### config.mk
export PLATFORM = sky130hd
export DESIGN_NAME = traceLoader
export DESIGN_NICKNAME = d
export VERILOG_FILES = /design/src/rtl/traceLoaderPkg.sv /design/src/rtl/traceCtrl.sv /design/src/rtl/traceData.sv /design/src/rtl/traceLoader.sv
export SDC_FILE = /design/constraint.sdc
export NUM_CORES = 1
export LEC_CHECK = 0
export ABC_AREA = 1
export BUFFER_PORTS_ARGS = -buffer_cell sky130_fd_sc_hd__buf_2
export CAP_MARGIN = 5
export CELL_PAD_IN_SITES_DETAIL_PLACEMENT = 1
export CELL_PAD_IN_SITES_GLOBAL_PLACEMENT = 2
export CORE_ASPECT_RATIO = 1.25
export CORE_MARGIN = 2
export CORE_UTILIZATION = 38
export CTS_CLUSTER_SIZE = 10
export DETAILED_ROUTE_END_ITERATION = 8
export MAX_ROUTING_LAYER = met4
export PLACE_DENSITY_LB_ADDON = 0.12
export SLEW_MARGIN = 10
export SYNTH_ARGS = -nofsm -noshare
export SYNTH_HDL_FRONTEND = slang
export SYNTH_SLANG_ARGS = --single-unit
### constraint.sdc
create_clock -name clk -period 2.6 [get_ports clk]
set_input_delay 0.52 -clock clk [delete_from_list [all_inputs] [get_ports clk]]
set_output_delay 0.52 -clock clk [all_outputs]
set_load 0.02 [all_outputs]
### src/rtl/traceLoaderPkg.sv
package traceLoaderPkg;

  typedef enum logic [1:0] {
    SEL_CTRL   = 2'b00,
    SEL_DATA   = 2'b01,
    SEL_PTRCLR = 2'b10,
    SEL_NONE   = 2'b11
  } regSel_e;

  typedef struct packed {
    logic ramWe;
    logic ptrClr;
  } strobes_t;

endpackage

### src/rtl/traceCtrl.sv
module traceCtrl
  import traceLoaderPkg::*;
#(
  parameter int DW = 8
) (
  input  logic          clk,
  input  logic          rstN,
  input  logic          wrValid,
  input  logic [1:0]    wrSel,
  input  logic [DW-1:0] wrData,
  input  logic          rawMismatch,
  input  logic          rawCrcErr,
  output strobes_t      strb,
  output logic          accessEn,
  output logic          mismatchAlarm,
  output logic          crcAlarm,
  output logic          rdiRequest
);

  regSel_e selDec;
  logic    ctrlWr;

  assign selDec = regSel_e'(wrSel);
  assign ctrlWr = wrValid && (selDec == SEL_CTRL);

  always_ff @(posedge clk) begin
    if (!rstN) begin
      accessEn <= 1'b1;
    end else if (ctrlWr) begin
      accessEn <= wrData[0];
    end
  end

  always_comb begin
    strb        = '0;
    strb.ramWe  = wrValid && (selDec == SEL_DATA) && accessEn;
    strb.ptrClr = wrValid && (selDec == SEL_PTRCLR);
  end

  always_comb begin
    mismatchAlarm = rawMismatch && !accessEn;
    crcAlarm      = rawCrcErr && !accessEn;
    rdiRequest    = mismatchAlarm || crcAlarm;
  end


  en_hold_chk: assert property (@(posedge clk) disable iff (!rstN)
    !ctrlWr |=> $stable(accessEn));


  en_load_chk: assert property (@(posedge clk) disable iff (!rstN)
    ctrlWr |=> (accessEn == $past(wrData[0])));


  gate_quiet_chk: assert property (@(posedge clk) disable iff (!rstN)
    accessEn |-> !(mismatchAlarm || crcAlarm || rdiRequest));


  rdi_source_chk: assert property (@(posedge clk) disable iff (!rstN)
    rdiRequest |-> (rawMismatch || rawCrcErr));

endmodule

### src/rtl/traceData.sv
module traceData
  import traceLoaderPkg::*;
#(
  parameter int DEPTH = 16,
  parameter int DW    = 8,
  localparam int PW   = $clog2(DEPTH)
) (
  input  logic          clk,
  input  logic          rstN,
  input  strobes_t      strb,
  input  logic [DW-1:0] wrData,
  input  logic [PW-1:0] rdIdx,
  output logic [DW-1:0] rdByte
);

  localparam logic [PW-1:0] LAST = PW'(DEPTH - 1);

  logic [DW-1:0] mem [DEPTH];
  logic [PW-1:0] ptr;
  logic [PW-1:0] ptrNext;

  assign ptrNext = (ptr == LAST) ? '0 : ptr + 1'b1;

  always_ff @(posedge clk) begin
    if (!rstN) begin
      ptr <= '0;
    end else if (strb.ptrClr) begin
      ptr <= '0;
    end else if (strb.ramWe) begin
      ptr <= ptrNext;
    end
  end

  for (genvar g = 0; g < DEPTH; g++) begin : gEntry
    always_ff @(posedge clk) begin
      if (!rstN) begin
        mem[g] <= '0;
      end else if (strb.ramWe && (ptr == PW'(g))) begin
        mem[g] <= wrData;
      end
    end
  end

  assign rdByte = mem[rdIdx];


  ptr_step_chk: assert property (@(posedge clk) disable iff (!rstN)
    (strb.ramWe && !strb.ptrClr) |=>
      (ptr == (($past(ptr) == LAST) ? '0 : $past(ptr) + 1'b1)));


  ptr_clr_chk: assert property (@(posedge clk) disable iff (!rstN)
    strb.ptrClr |=> (ptr == '0));


  ptr_idle_chk: assert property (@(posedge clk) disable iff (!rstN)
    !(strb.ramWe || strb.ptrClr) |=> $stable(ptr));


  ram_store_chk: assert property (@(posedge clk) disable iff (!rstN)
    strb.ramWe |=> (mem[$past(ptr)] == $past(wrData)));

endmodule

### src/rtl/traceLoader.sv
module traceLoader
  import traceLoaderPkg::*;
#(
  parameter int DEPTH = 16,
  parameter int DW    = 8,
  localparam int PW   = $clog2(DEPTH)
) (
  input  logic          clk,
  input  logic          rstN,
  input  logic          wrValid,
  input  logic [1:0]    wrSel,
  input  logic [DW-1:0] wrData,
  input  logic [PW-1:0] rdIdx,
  output logic [DW-1:0] rdByte,
  input  logic          rawMismatch,
  input  logic          rawCrcErr,
  output logic          accessEnable,
  output logic          mismatchAlarm,
  output logic          crcAlarm,
  output logic          rdiRequest
);

  strobes_t strb;

  traceCtrl #(.DW(DW)) i_ctrl (
    .clk          (clk),
    .rstN         (rstN),
    .wrValid      (wrValid),
    .wrSel        (wrSel),
    .wrData       (wrData),
    .rawMismatch  (rawMismatch),
    .rawCrcErr    (rawCrcErr),
    .strb         (strb),
    .accessEn     (accessEnable),
    .mismatchAlarm(mismatchAlarm),
    .crcAlarm     (crcAlarm),
    .rdiRequest   (rdiRequest)
  );

  traceData #(.DEPTH(DEPTH), .DW(DW)) i_data (
    .clk   (clk),
    .rstN  (rstN),
    .strb  (strb),
    .wrData(wrData),
    .rdIdx (rdIdx),
    .rdByte(rdByte)
  );

endmodule

==> results of run 1 <==
## state kept, by name, indices dropped and copies added (netlist names)
register         count
i_data.ptr           4
i_ctrl.accessEn      1
i_data.mem         128
## layer usage
layer | part of all wire (%) | track usage (%) | vias to the layer above
met5 | 0 | - | -
met4 | 3.4 | 10.1 | 0
met3 | 2.6 | 4.03 | 43
met2 | 54 | 44.9 | 102
met1 | 40 | 28.0 | 2589
li1 | - | - | 2495
## worst max-delay path, stage by stage
cell,delay [ns]
buf_2,0.14
buf_12,0.28
nand2_1,0.10
nand2_1,0.09
nand2_1,0.10
nand3_1,0.13
nand3_1,0.14
nand2_1,0.12
buf_2,0.17
## kinds of logic (layout without fill, tap and decap cells)
| kind of cell | count (synthesis) | in the layout | share of synthesized area (%) |
|---|---|---|---|
| AND/OR/NAND/NOR | 439 | 439 | 28.4 |
| flip-flops | 133 | 133 | 59.9 |
| XOR/XNOR | 1 | 1 | 0.133 |
| AO/OA/AOI/OAI | 20 | 20 | 1.61 |
| buffers and inverters | 161 | 218 | 9.21 |
| adder cells (fa/ha/maj) | 4 | 4 | 0.760 |
## Yosys cell counts, types with 2 or more instances
library cell	instances
ha_1	4
nand4_1	4
nand3_2	13
edfxtp_1	128
clkbuf_1	29
buf_2	2
dfxtp_1	5
o21ai_0	16
nand2_1	185
inv_1	117
buf_1	5
nand3_1	98
a21oi_1	2
nor2_1	137
clkinv_1	2
inv_2	6
## worst min-delay path by stage
stage,start,endpoint,depth (start not counted)
after floorplan,i_data.ptr[2]$_SDFFE_PP0P_,i_data.ptr[2]$_SDFFE_PP0P_,2
after global placement,i_data.ptr[1]$_SDFFE_PP0P_,i_data.ptr[1]$_SDFFE_PP0P_,2
after detailed placement,i_data.ptr[2]$_SDFFE_PP0P_,i_data.ptr[2]$_SDFFE_PP0P_,2
after CTS,wrSel[0],i_ctrl.accessEn$_SDFFE_PN1P_,2
after global routing,wrSel[0],i_ctrl.accessEn$_SDFFE_PN1P_,2
final,wrSel[0],i_ctrl.accessEn$_SDFFE_PN1P_,2
## final cells by class
class / instances / area [um^2]
fillers: 2009 / 9110
multi-input cells: 464 / 2040
clock inverters: 13 / 206
flip-flops and latches: 133 / 3940
repair buffers: 62 / 440
clock buffers: 18 / 429
inverters: 125 / 469
well taps: 220 / 275
## stage by stage
step | hold slack, ns | instance area (um^2)
2_1_floorplan | 0.501 | 6590
3_3_place_gp | 0.538 | 7170
3_5_place_dp | 0.546 | 7170
4_1_cts | 0.402 | 7800
5_1_grt | 0.435 | 7800
6_report | 0.408 | 7800
## report_power, final
part	switching (mW)	internal [mW]	total, mW
Sequential	0.0253	2.42	2.44
Clock	0.938	1.69	2.63
Combinational	0.336	0.135	0.472
Total	1.30	4.25	5.55
==> impl_results.md, run 1 <==
- Post-CTS Setup Bufs: 0
- Worst setup path endpoint: rdByte[4]
- Number of flops mapped to enable cells by yosys: 128
- Syn Std Cell Area: 6590 um^2
- CP Capture Type: output port
- Vias after detailed routing: 5,229
- Pre-CTS setup slack: 0.251 ns
- Synth area leaders: edfxtp_1 58%, nand2_1 11%, nor2_1 7.8%, nand3_1 7.4%, inv_1 6.7%
- Slew Limit Headroom: 47.7%
- Global-route wire length before repair: 32,300 um
- Antenna cells: 0
- FMAX: 429 MHz
- Total GRT Usage: 25.2%
- IR drop worst, VDD: 0.000361 V
- CTS Hold Buffers Added: 0
- Crit path launch: rdIdx[0]
- Row count: 53
- Crit start category: input port
- Worst Reg-to-Reg Cells: 7
- RR Endpoint: i_data.mem[3][3]$_SDFFCE_PN0P_
- Final std cells w/o fill: 1,035
- CTS Buf Count: 17
- Syn nets: 781
- Ys async rst share: 0%
- Number of cells after detailed placement: 1,004
- Initial antenna violation count: 0
- Die area: 18,400 um^2
- Required @ worst endpoint: 2.08 ns
- Number of nets in the layout: 826
- Largest fanout on the critical path: 64
- Setup slack after layout: 0.271 ns
- Per-cell routed wire length: 20.0 um
- RSZ-0062 raised after global routing: false
- Setup Crit Path Kind: input port to output port
- Largest area contributor in the netlist: edfxtp_1
- 1st-pass router iterations: 4
- Number of gates resized after CTS: 0
- Post-Synthesis Cells: 758
- CTS H-tree depth: 4
- Synth Area per Inst: 8.69 um^2
- Final Hold Fails: 0
- I/O pins: 31
- Yosys cell types: 21
- Largest net degree at the start of global routing: 65
- Final HPWL DP: 14,400 um
- Pwr Density: 711 nW/um^2
- Most frequent cells in the layout: 185 x nand2_1, 137 x nor2_1, 128 x edfxtp_1
- Clock skew: 0.00980 ns
- Area share of the leading cell type in the synthesized netlist: 58.3%
- Die height: 151 um
- Yosys warnings: 0
- Synth Flop Type: edfxtp_1
- R2r setup slk: 0.63 ns
- Total congestion overflow: 0
- Reg clk slew, reported paths: 0.06 ns
- Register area share after synthesis: 59.9%
- Antenna Violating Nets Remaining: 0
- GPL Wtd Cong: 0.831
- Total power: 5.55 mW
- Vias per cell: 5.05
- Status: complete, no violations
- Period utilisation layout: 89.6%
- Clk sinks: 133
- Hold WC Path Type: input port to flip-flop
- Slew @ Worst Pin: 0.784 ns
- Core area: 16,900 um^2
- Setup_tns: 0 ns
- Layout cells sized above 1: 13.7%
- Reg2reg start: i_ctrl.accessEn$_SDFFE_PN1P_
- Leak: 3.50 nW
- Seq cells post-synth: 133
- Util after Layout: 46.1%
- Slew Limit Fails: 0
- Initial Util: 39.0%
- Commonest non-fill, non-tap cell in the layout: nand2_1
- MaxCap Viol Count: 0
- Post-route DRC: 0
- Final Setup Violations: 0
- Critical path arrival: 1.81 ns
- Tmin final: 2.33 ns
- Worst-case clock buffer depth: 2
- Area Overhead vs Synth: 18.4%
- Root buf cell: clkbuf_16
- Final WL: 20,700 um
- Die width: 122 um
- Vias in the first global route: 5,640
- CTS tree: done
- PortBufs: 30
- Clk_lat worst skew: 0.43 ns
- Initial DRC Count: 309
No activity file was read; power rests on OpenSTA's default activity.
==> inputs of run 2 (changes only) <==
Settings changed: BUFFER_PORTS_ARGS -buffer_cell sky130_fd_sc_hd__buf_2 to -buffer_cell sky130_fd_sc_hd__buf_4.
==> run 2 against run 1 <==
  * Maximum frequency up 1.3%
  * Combinational power up 3%
  * Critical path depth grew 1
  * Largest cell class unchanged
==> impl_results.md, run 2 (synthesis results as in run 1) <==
- Final Setup Violations: 0 (unchanged)
- Largest registers: i_data.mem (128), i_data.ptr (4), i_ctrl.accessEn (1)
- Initial Util: 39.0% (unchanged)
- Vias per cell: 5.04 (-0.25%)
- Clock skew: 0.00841 ns (-0.00139 ns)
- Die height: 151 um (unchanged)
- Pre-CTS setup slack: 0.317 ns (+0.0654 ns)
- Switching share of power: 25.4% (+1.9 points)
- PortBufs: 30 (unchanged)
- Slew Limit Headroom: 47.6% (about the same)
- Combinational Power Share: 9.4% (+0.9 points)
- Max FFs per register: 128 (unchanged)
- MaxCap Viol Count: 0 (unchanged)
- Status: complete, no violations
- Slew @ Worst Pin: 0.784 ns (+0.000484 ns)
- Met1 usage: 28.8% (+0.72 points)
- Crit path max-delay family: simple AND/OR/NAND/NOR gates
- Final Hold Fails: 0 (unchanged)
- Antenna cells: 0 (unchanged)
- Number of gates resized after CTS: 0 (unchanged)
- Clock power share: 43.7% (-3.8 points)
- Root buf cell: clkbuf_16
- CP max-delay cell: buf_12
- Crit path top cell by count: nand2_1
- Commonest non-fill, non-tap cell in the layout: nand2_1
- CTS H-tree depth: 4 (unchanged)
- Setup_tns: 0 ns (unchanged)
- CTS Buf Count: 17 (unchanged)
- Total GRT Usage: 24.8% (-0.43 points)
- Switching power: 1.32 mW (+1.5%)
- GPL Wtd Cong: 0.850 (+2.3%)
- Layout cells sized above 1: 13.7% (-0.089 points)
- Cell internal pwr: 3.88 mW (-8.7%)
- Clk sinks: 133 (unchanged)
- Largest net degree at the start of global routing: 65 (unchanged)
- 1st-pass router iterations: 6 (+2)
- I/O pins: 31 (unchanged)
- Most frequent cells in the layout: 185 x nand2_1, 137 x nor2_1, 128 x edfxtp_1
- FMAX: 435 MHz (+1.3%)
- Vias in the first global route: 5,468 (-3.0%)
- Reg clk slew, reported paths: 0.06 ns (about the same)
- Setup slack after layout: 0.300 ns (+0.0295 ns)
- RSZ-0062 raised after global routing: false
- CTS Hold Buffers Added: 0 (unchanged)
- Initial antenna violation count: 0 (unchanged)
- CP Capture Type: output port
- Per-cell routed wire length: 19.7 um (-1.5%)
- Pwr Density: 670 nW/um^2 (-5.8%)
- Crit start category: input port
- Die area: 18,400 um^2 (unchanged)
- Hold WC Path Type: input port to flip-flop
- Global-route wire length before repair: 31,700 um (-1.9%)
- Core area: 16,900 um^2 (unchanged)
- Top reg by flops: i_data.mem
- Final HPWL DP: 13,800 um (-4.4%)
- Clk_lat worst skew: 0.44 ns (about the same)
- Final WL: 20,400 um (-1.7%)
- GR Util met3: 4.71% (+0.68 points)
- Period utilisation layout: 88.5% (-1.1 points)
- Critical path cell sequence: buf_4 -> inv_2 -> buf_12 -> nand2_1 -> nand2_1 -> nand2_1 -> nand3_1 -> nand3_1 -> nand2_1 -> buf_4
- Post-CTS Setup Bufs: 0 (unchanged)
- Slew Limit Fails: 0 (unchanged)
- Initial DRC Count: 311 (+0.65%)
- Global routing usage on met2: 42.5% (-2.4 points)
- Setup Crit Path Kind: input port to output port
- Total congestion overflow: 0 (unchanged)
- Area Overhead vs Synth: 17.8%
- Largest stage delay on the critical path: 0.26 ns (-0.02 ns)
- Flop pwr share: 46.9% (+2.9 points)
- Vias after detailed routing: 5,206 (-0.44%)
- Grt peak-use layer: met2
- Worst-case clock buffer depth: 2 (unchanged)
- Tmin final: 2.30 ns (-0.0295 ns)
- Leak: 3.46 nW (-1.2%)
- WP buf/inv: 4 (+1)
- Post-route DRC: 0 (unchanged)
- Critical path arrival: 1.78 ns (-0.03 ns)
- Util after Layout: 45.9% (-0.24 points)
- Number of nets in the layout: 823 (-0.36%)
- Required @ worst endpoint: 2.08 ns (about the same)
- Largest fanout on the critical path: 64 (unchanged)
- IR drop worst, VDD: 0.000366 V (+1.3%)
- Row count: 53 (unchanged)
- Die width: 122 um (unchanged)
- Antenna Violating Nets Remaining: 0 (unchanged)
- CTS tree: done
-- run 2: changes by cell type in the layout (fill, tap and decap cells not counted), sizes merged --
cell	before	now
bufinv	5	1
buf	62	59
clkinvlp	1	5
clkbuf	18	17
inv	124	127
clkinv	8	7
-- run 2: layout make-up --
cell class,count,area [um^2]
fill,2008,9150
tap,220,275
clock buffer,17,425
clock inverter,15,130
sequential,133,3940
inverter,125,469
timing repair buffer,59,480
multi-input combinational,464,2040
-- run 2: power groups by stage --
stage | combinational, mW | clock [mW] | sequential [mW]
after floorplan | 0.271 | 0 | 2.48
after global placement | 0.481 | 0 | 2.48
after detailed placement | 0.491 | 0 | 2.49
after CTS | 0.494 | 2.30 | 2.44
after global routing | 0.538 | 2.40 | 2.45
final | 0.486 | 2.27 | 2.44
-- run 2: worst paths after layout --
path | start | endpoint | slack [ns] | depth (start not counted)
min reg2reg | i_data.ptr[2]$_SDFFE_PP0P_ | i_data.ptr[2]$_SDFFE_PP0P_ | 0.57 | 2
min | wrSel[0] | i_ctrl.accessEn$_SDFFE_PN1P_ | 0.38 | 2
max | rdIdx[0] | rdByte[6] | 0.30 | 10
max reg2reg | i_ctrl.accessEn$_SDFFE_PN1P_ | i_data.mem[3][0]$_SDFFCE_PN0P_ | 0.67 | 7
-- run 2: layer usage --
metal | vias up | part of all wire (%)
met2 | 132 | 52
met5 | - | 0
met3 | 40 | 4.1
li1 | 2492 | -
met4 | 0 | 2.9
met1 | 2542 | 41
-- run 2: worst reg2reg max path: cells and delay by family (launching register included) --
kind	cells	cell delay, ns
AND/OR/NAND/NOR	4	0.65
flip-flops	1	0.44
buffers and inverters	2	0.34
AO/OA/AOI/OAI	1	0.21
-- run 2: stage by stage --
step | std cells | instance area [um^2] | power (mW) | hold WS [ns]
2_1_floorplan | 758 | 6590 | 2.75 | 0.501
3_3_place_gp | 1001 | 7210 | 2.96 | 0.544
3_5_place_dp | 1001 | 7210 | 2.98 | 0.558
4_1_cts | 1033 | 7760 | 5.24 | 0.381
5_1_grt | 1033 | 7760 | 5.39 | 0.405
6_report | 1033 | 7760 | 5.20 | 0.382
